## src/rtl/shadow_router.sv

```systemverilog
module shadow_router #(
  parameter int ADDR_W = 32
) (
  input  logic              clk,
  input  logic              rst_n,
  input  logic              soft_rst,
  input  logic [2:0]        cfg_we,
  input  logic [7:0]        cfg_wdata,
  input  logic [ADDR_W-1:0] addr,
  input  logic              is_write,
  output logic              route_int,
  output logic              in_window,
  output logic              rom_shadowed
);
  localparam logic [ADDR_W-1:0] WIN_LO = ADDR_W'(20'hC0000);
  localparam logic [ADDR_W-1:0] WIN_HI = ADDR_W'(20'hFFFFF);

  logic [7:0] ctl_c, ctl_d, ctl_t;
  logic [1:0] code;

  always_ff @(posedge clk or negedge rst_n) begin
    if (!rst_n) begin
      ctl_c <= '0;
      ctl_d <= '0;
      ctl_t <= '0;
    end else begin
      if (cfg_we[0]) ctl_c <= cfg_wdata;
      if (cfg_we[1]) ctl_d <= cfg_wdata;
      if (cfg_we[2]) ctl_t <= cfg_wdata;
      if (soft_rst)  ctl_t[5:4] <= 2'b00;
    end
  end

  always_comb begin
    case (addr[19:16])
      4'hC:    code = 2'(ctl_c >> {addr[15:14], 1'b0});
      4'hD:    code = 2'(ctl_d >> {addr[15:14], 1'b0});
      4'hE:    code = ctl_t[7:6];
      default: code = ctl_t[5:4];
    endcase
  end

  assign in_window    = (addr >= WIN_LO) && (addr <= WIN_HI);
  assign route_int    = in_window ? (is_write ? code[0] : code[1]) : 1'b1;
  assign rom_shadowed = ctl_t[5];

  assert_outside_internal_R6: assert property (@(posedge clk) disable iff (!rst_n)
    !in_window |-> route_int);
  assert_load_byte0_R2: assert property (@(posedge clk) disable iff (!rst_n)
    cfg_we[0] |=> ctl_c == $past(cfg_wdata));
  assert_hold_byte1_R2: assert property (@(posedge clk) disable iff (!rst_n)
    !cfg_we[1] |=> $stable(ctl_d));
  assert_load_byte2_R2: assert property (@(posedge clk) disable iff (!rst_n)
    (cfg_we[2] && !soft_rst) |=> ctl_t == $past(cfg_wdata));
  assert_soft_clears_R8: assert property (@(posedge clk) disable iff (!rst_n)
    soft_rst |=> !rom_shadowed);
  assert_soft_keeps_e_R8: assert property (@(posedge clk) disable iff (!rst_n)
    (soft_rst && !cfg_we[2]) |=> $stable(ctl_t[7:6]));
  assert_flag_matches_read_R7: assert property (@(posedge clk) disable iff (!rst_n)
    (in_window && addr[19:16] == 4'hF && !is_write) |-> route_int == rom_shadowed);
endmodule

```

## config.mk

```make
export PLATFORM = sky130hd
export DESIGN_NAME = shadow_router
export DESIGN_NICKNAME = d
export VERILOG_FILES = /design/src/rtl/shadow_router.sv
export SDC_FILE = /design/constraint.sdc
export NUM_CORES = 1
export LEC_CHECK = 0
export BUFFER_PORTS_ARGS = -buffer_cell sky130_fd_sc_hd__buf_4
export CORE_MARGIN = 2
export CORE_UTILIZATION = 40
export DETAILED_ROUTE_END_ITERATION = 8
export PLACE_DENSITY = 0.74
export SLEW_MARGIN = 25
export SYNTH_ARGS = -nofsm -noshare
export SYNTH_HDL_FRONTEND = slang
export SYNTH_SLANG_ARGS = --single-unit
```

## constraint.sdc

```tcl
create_clock -name clk -period 0.95 [get_ports clk]
set_input_delay 0.0475 -clock clk [delete_from_list [all_inputs] [get_ports clk]]
set_output_delay 0.0475 -clock clk [all_outputs]
set_load 0.01 [all_outputs]
```

-- Word-level counts from Yosys, hierarchy flattened
Index checks and enable logic that the tools add are counted.
- bits in registers: 24
- output and inout port bits: 3
- order comparisons: 2
- eq/ne operators: 3
- shift-type cells: 2
- muxes and demuxes: 5
- reduce and logical (&&, ||, !) cells: 2
- operators with widths (cell ; number):
    $ge 32x20->1 const B ; 1
    $le 32x20->1 const B ; 1
    $shr 8x3->2 ; 2
    $eq 4x4->1 const B ; 3
    $mux 6 ; 1
    $pmux 2 s3 ; 1
    $mux 1 ; 2
    $mux 2 ; 1
    $reduce_bool 2->1 ; 1
    $logic_and 1x1->1 ; 1

-- Longest topological paths before layout
Gate-level depths: netlist of the first run.
- depth in word-level cells: 4
- mapped depth: 5
- gate-level depth less buffers: 4

-- Worst setup path after synthesis of the first run
No wires, ideal clock.
- path type: reg2out
- start: register ctl_d[4]
- end: output route_int
- data arrival time: 1104 ps
- required time: 902 ps
- setup slack: -202 ps
- stages on the path, launching flop included: 5
- buffers on the path: 0
- cell sequence: dfrtp_1 -> mux2i_1 -> a2111oi_2 -> o21ai_1 -> a32oi_1
- word-level cells in the longest chain between the ends: 4
- ends and longest elaborated chain (element ; line ; text):
    start, declared ; 18 ; logic [7:0] ctl_c, ctl_d, ctl_t;
    start signal, assigned ; 28 ; if (cfg_we[1]) ctl_d <= cfg_wdata;
    $shr 8x3->2 ; 37 ; 4'hD: code = 2'(ctl_d >> {addr[15:14], 1'b0});
    $pmux 2 s3 ; 35 ; case (addr[19:16])
    $mux 1 (2 in a row) ; 44 ; assign route_int = in_window ? (is_write ? code[0] : code[1]) : 1'b1;
    end, declared ; 11 ; output logic route_int,
No other way between the ends.

-- Final worst setup path of the first run
- start: register ctl_d[2]
- end: output route_int
The elaborated chain is that of the path after synthesis.

==> results.sh, run 1 <==
export IMPL_hold_path_class="input pin to flop"
export IMPL_cts_buffers=3
export IMPL_ys_types=22
export IMPL_h_tree_depth=1
export IMPL_drt_initial_drc_count=6
export IMPL_die_y_microns=54.62
export IMPL_worst_slew_pin_slew_ps=271.8
export IMPL_timing_fmax_ghz=0.6347
export IMPL_slew_viol_final=0
export IMPL_port_buffers=35
export IMPL_instances_no_fill=159
export IMPL_worstPathMaxFanout=2
export IMPL_fin_util_pct=63.71
export IMPL_wl_per_cell_microns=14.86
export IMPL_layout_common_cells="34 x buf_4, 20 x dfrtp_1, 19 x mux2_2, 9 x buf_6"
export IMPL_outcome="complete, but fails checks"
export IMPL_drt_drc_violations_left=0
export IMPL_synth_area_sq_um=1025
export IMPL_synthMuxAreaShare_pct=31.26
export IMPL_leakagePower_uw=0.0006714
export IMPL_layout_nets=178
export IMPL_synth_top_family_by_area="multiplexers"
export IMPL_ys_ff_latch=20
export IMPL_min_period_over_period_pct=165.8
export IMPL_violations="negative setup slack"
export IMPL_reg2reg_depth=3
export IMPL_die_area_sq_um=2983
export IMPL_drtPass1Iterations=4
export IMPL_hold_violations=0
export IMPL_min_to="ctl_c[7]"
export IMPL_endpoint_kind="output pin"
export IMPL_initial_core_util_pct=41.74
export IMPL_ant_nets=0
export IMPL_synthXorXnorAreaFrac_pct=0
export IMPL_cts_root_buf="clkbuf_4"
export IMPL_syn_to_final_growth_pct=52.63
export IMPL_setup_slack_ps=-625.5
export IMPL_drive_gt1_share_pct=59.69
export IMPL_worst_skew_pair_late_latency_ps=290
export IMPL_n_antenna_cell=0
export IMPL_grt_overflow_total=0
export IMPL_power_density_nw_per_um2=1136
export IMPL_critPathArrivalTime_ps=1530
export IMPL_final_common_cell="buf_4"
export IMPL_core_sq_um=2455
export IMPL_grt_pass1_vias=907
export IMPL_syn_avg_cell_area_sq_um=12.97
export IMPL_slew_headroom_pct=81.88
export IMPL_synth_compound_area_share_pct=6.349
export IMPL_hp_start="cfg_wdata[7]"
export IMPL_grt_use_total_pct=17.77
export IMPL_gp_congestion=0.7132
export IMPL_r2r_slack_ps=170
export IMPL_syn_inst=79
export IMPL_finClkSkew_ps=0
export IMPL_cts_max_path_buffers=2
export IMPL_finalInstanceArea_sq_um=1564
export IMPL_grt_pass1_wl_microns=3815
export IMPL_finalSetupViolations=3
export IMPL_ys_seq_area_share_pct=48.84
export IMPL_grt_max_degree=21
export IMPL_die_w_microns=54.62
export IMPL_synth_simple_area_share_pct=11.23
export IMPL_rows=18
export IMPL_rsz0062_at_grt="yes"
export IMPL_place_inst=147
export IMPL_wl_microns=2363
export IMPL_p_total_uw=1777
export IMPL_maxCapViolCount=0
export IMPL_io_pins=50
export IMPL_hold_path_depth=2
export IMPL_routed_via_density=5.314
export IMPL_syn_nets=126
export IMPL_cts_sinks=20
export IMPL_clk_pin_slew_worst_paths_ps=110
export IMPL_place_area_sq_um=1361
export IMPL_tritoncts="done"
export IMPL_critPathKind="flop to output pin"
export IMPL_vias=845
export IMPL_fin_crit_ps=1575
export IMPL_crit_required_ps=900
export IMPL_vdd_drop_max_uv=1375
export IMPL_grt_antenna_before_repair=0
export IMPL_synthAdderAreaFrac_pct=0
export IMPL_cp_start_kind="flop"
export IMPL_synth_warnings=0
export IMPL_r2r_start="ctl_t[5]"
export IMPL_worstReg2RegEnd="ctl_t[5]"
export IMPL_dpl_hpwl_microns=1748
-- synth_stat cells, drive strengths merged --
cell	instances	area, sq um
nand2	4	15.01
a32oi	1	8.760
mux2	19	214.0
or4	1	7.510
clkbuf	2	7.510
mux2i	8	80.08
nor2	4	15.01
a2111oi	2	30.03
nand3b	1	7.510
a21boi	1	7.510
nor3	1	5.000
mux4	1	26.28
o2111ai	1	8.760
nor4b	1	15.01
o21ai	2	10.00
nand4b	2	17.52
nand3	4	20.02
dfrtp	20	500.5
buf	2	16.26
nor4	2	12.51
-- power breakdown --
| part | internal (uW) | total, uW | leakage [uW] | switching (uW) |
|---|---|---|---|---|
| sequential | 932 | 975 | 0.000237 | 43.0 |
| clock | 147 | 385 | 0.0000138 | 237 |
| combinational | 260 | 417 | 0.000421 | 157 |
-- area by class of cell --
type                    count  area [sq um]
fillers                   192         890.9
multi-input cells          55         566.8
flip-flops and latches     20         500.5
repair buffers             51         436.7
well taps                  30         37.54
clock buffers               3         22.52
-- registers in the layout, summed over array words and instances (netlist names) --
signal and count:
ctl_t 4, ctl_c 8, ctl_d 8
-- worst max path at each step --
stage	start	to	slack [ps]	cells past startpoint
global route	ctl_d[4]	route_int	-720	5
CTS	ctl_t[6]	route_int	-650	5
finish	ctl_d[2]	route_int	-630	4
detailed placement	addr[30]	route_int	-400	5
global placement	addr[30]	route_int	-370	5
floorplan	ctl_d[4]	route_int	-130	4
-- what timing repair did --
item	4_1_cts	5_1_grt
buffers inserted	1	1
resized for setup	9	10
endpoints found under the setup margin	3	3
endpoints found under the hold margin	32	1
hold buffers	7	1
pin swaps	4	4
-- through the flow --
step | TNS (ps) | setup slack (ps) | hold WS [ps]
after global placement | -460.8 | -369.5 | -68.93
after CTS | -718.4 | -650.3 | 0.07297
after floorplan | -128.7 | -128.7 | -248.1
after global routing | -920.3 | -721.4 | 4.594
after detailed placement | -505.6 | -403.5 | -62.39
final | -729.2 | -625.5 | 7.632
-- worst max-delay path, stage by stage (launching register included) --
cell and delay, ps:
dfrtp_1 400, mux4_2 460, nand3_1 100, a32oi_2 110, buf_4 160
-- per-layer routing --
metal	vias up	part of all wire, %	wire length (microns)	global-route usage, %
met4	0	0.68	16	5.417
li1	400	-	-	-
met1	412	40	949	20.70
met2	31	52	1230	32.94
met3	2	7.1	167	2.732
met5	-	0	0	0
-- kinds of logic after synthesis --
family	Yosys count
buffers and inverters	4
muxes	28
DFF	20
AOI/OAI and AO/OA	7
and+or+nand+nor	20
No activity file was read; power rests on OpenSTA's default activity.
==> run 2, diff against run 1 <==
Settings changed: MAX_ROUTING_LAYER from default to met4.
==> run 2 against run 1 <==
The run still ends with negative setup slack left. Count of clock-buffer cells in the layout unchanged. Utilization unchanged. Critical path type unchanged. Cell area unchanged. Critical endpoint unchanged.
==> results.sh, run 2 (synthesized netlist as in run 1, its figures left out) <==
export IMPL_finClkSkew_ps=0
export IMPL_die_w_microns=54.62
export IMPL_fin_crit_ps=1571
export IMPL_drive_gt1_share_pct=59.69
export IMPL_die_y_microns=54.62
export IMPL_outcome="complete, but fails checks"
export IMPL_grt_max_degree=21
export IMPL_drtPass1Iterations=4
export IMPL_slew_headroom_pct=81.82
export IMPL_hold_violations=0
export IMPL_tritoncts="done"
export IMPL_p_total_uw=1771
export IMPL_h_tree_depth=1
export IMPL_rows=18
export IMPL_drt_initial_drc_count=6
export IMPL_hold_path_class="input pin to flop"
export IMPL_io_pins=50
export IMPL_cp_start_kind="flop"
export IMPL_grt_overflow_total=0
export IMPL_timing_fmax_ghz=0.6365
export IMPL_violations="negative setup slack"
export IMPL_crit_required_ps=900
export IMPL_rsz0062_at_grt="yes"
export IMPL_maxCapViolCount=0
export IMPL_worst_slew_pin_slew_ps=272.6
export IMPL_vias=846
export IMPL_leakagePower_uw=0.0006714
export IMPL_layout_common_cells="34 x buf_4, 20 x dfrtp_1, 19 x mux2_2, 9 x buf_6"
export IMPL_reg2reg_depth=3
export IMPL_gp_congestion=0.7214
export IMPL_cts_sinks=20
export IMPL_initial_core_util_pct=41.74
export IMPL_die_area_sq_um=2983
export IMPL_instances_no_fill=159
export IMPL_finalSetupViolations=3
export IMPL_cts_max_path_buffers=2
export IMPL_vdd_drop_max_uv=1356
export IMPL_dpl_hpwl_microns=1748
export IMPL_top_regs="ctl_c: 8 flops, ctl_d: 8 flops, ctl_t: 4 flops"
export IMPL_worst_skew_pair_late_latency_ps=290
export IMPL_grt_pass1_wl_microns=3815
export IMPL_drt_drc_violations_left=0
export IMPL_grt_antenna_before_repair=0
export IMPL_hold_path_depth=2
export IMPL_final_common_cell="buf_4"
export IMPL_cts_buffers=3
export IMPL_setup_slack_ps=-621.1
export IMPL_min_period_over_period_pct=165.4
export IMPL_port_buffers=35
export IMPL_grt_pass1_vias=907
export IMPL_wl_microns=2343
export IMPL_critPathArrivalTime_ps=1520
export IMPL_worstPathMaxFanout=2
export IMPL_endpoint_kind="output pin"
export IMPL_grt_use_total_pct=18.28
export IMPL_routed_via_density=5.321
export IMPL_cts_root_buf="clkbuf_4"
export IMPL_n_antenna_cell=0
export IMPL_layout_nets=178
export IMPL_core_sq_um=2455
export IMPL_final_setup_tns_ps=-714.0
export IMPL_clk_pin_slew_worst_paths_ps=100
export IMPL_slew_viol_final=0
export IMPL_power_density_nw_per_um2=1132
export IMPL_critPathKind="flop to output pin"
export IMPL_place_inst=147
export IMPL_ant_nets=0
export IMPL_syn_to_final_growth_pct=52.63
export IMPL_wl_per_cell_microns=14.74
==> run 2: stage by stage <==
step,utilization (%),hold slack (ps),area (sq um),setup WS [ps]
after global placement,55.45,-68.93,1361,-369.5
after floorplan,-,-248.1,1032,-128.7
after CTS,60.65,0.07297,1489,-650.3
final,63.71,8.422,1564,-621.1
after detailed placement,55.45,-62.39,1361,-403.5
after global routing,63.71,4.594,1564,-721.4
==> run 2: worst max-delay path: stages, from the launching register on <==
cell and delay (ps):
dfrtp_1 400, mux4_2 460, nand3_1 100, a32oi_2 110, buf_4 160
==> run 2: cell type report <==
type,count,area [sq um]
Tap cell,30,37.54
Fill cell,194,890.9
Timing Repair Buffer,51,436.7
Sequential cell,20,500.5
Clock buffer,3,22.52
Multi-Input combinational cell,55,566.8
==> run 2: worst paths after layout <==
kind | startpoint | endpoint | slack (ps)
worst max register to register | ctl_t[5] | ctl_t[5] | 170
min in group asynchronous | rst_n | ctl_d[6] | 160
max in group asynchronous | rst_n | ctl_d[4] | 580
worst min-delay path | cfg_wdata[7] | ctl_c[7] | 8
worst min register to register | ctl_d[7] | ctl_d[7] | 520
worst max-delay path | ctl_d[2] | route_int | -620
==> run 2: layer usage <==
| layer | up-vias | GRT usage [%] | share of wire, % |
|---|---|---|---|
| met5 | - | - | 0 |
| met4 | 0 | 5.417 | 0.68 |
| met3 | 2 | 2.732 | 7.2 |
| met2 | 31 | 32.94 | 52 |
| met1 | 412 | 20.70 | 40 |
| li1 | 401 | - | - |
==> run 2: report_power, final <==
part / leakage, uW / switching [uW] / internal, uW
Sequential: 0.000237 / 42.9 / 932
Combinational: 0.000421 / 158 / 260
Clock: 0.0000138 / 231 / 147
Total: 0.000671 / 432 / 1340
==> run 2: what timing repair did <==
action,CTS,global route
gates resized for setup,9,10
hold buffers,7,1
endpoints found under the setup margin,3,3
endpoints found under the hold margin,32,1
setup buffers,1,1
pin swaps,4,4
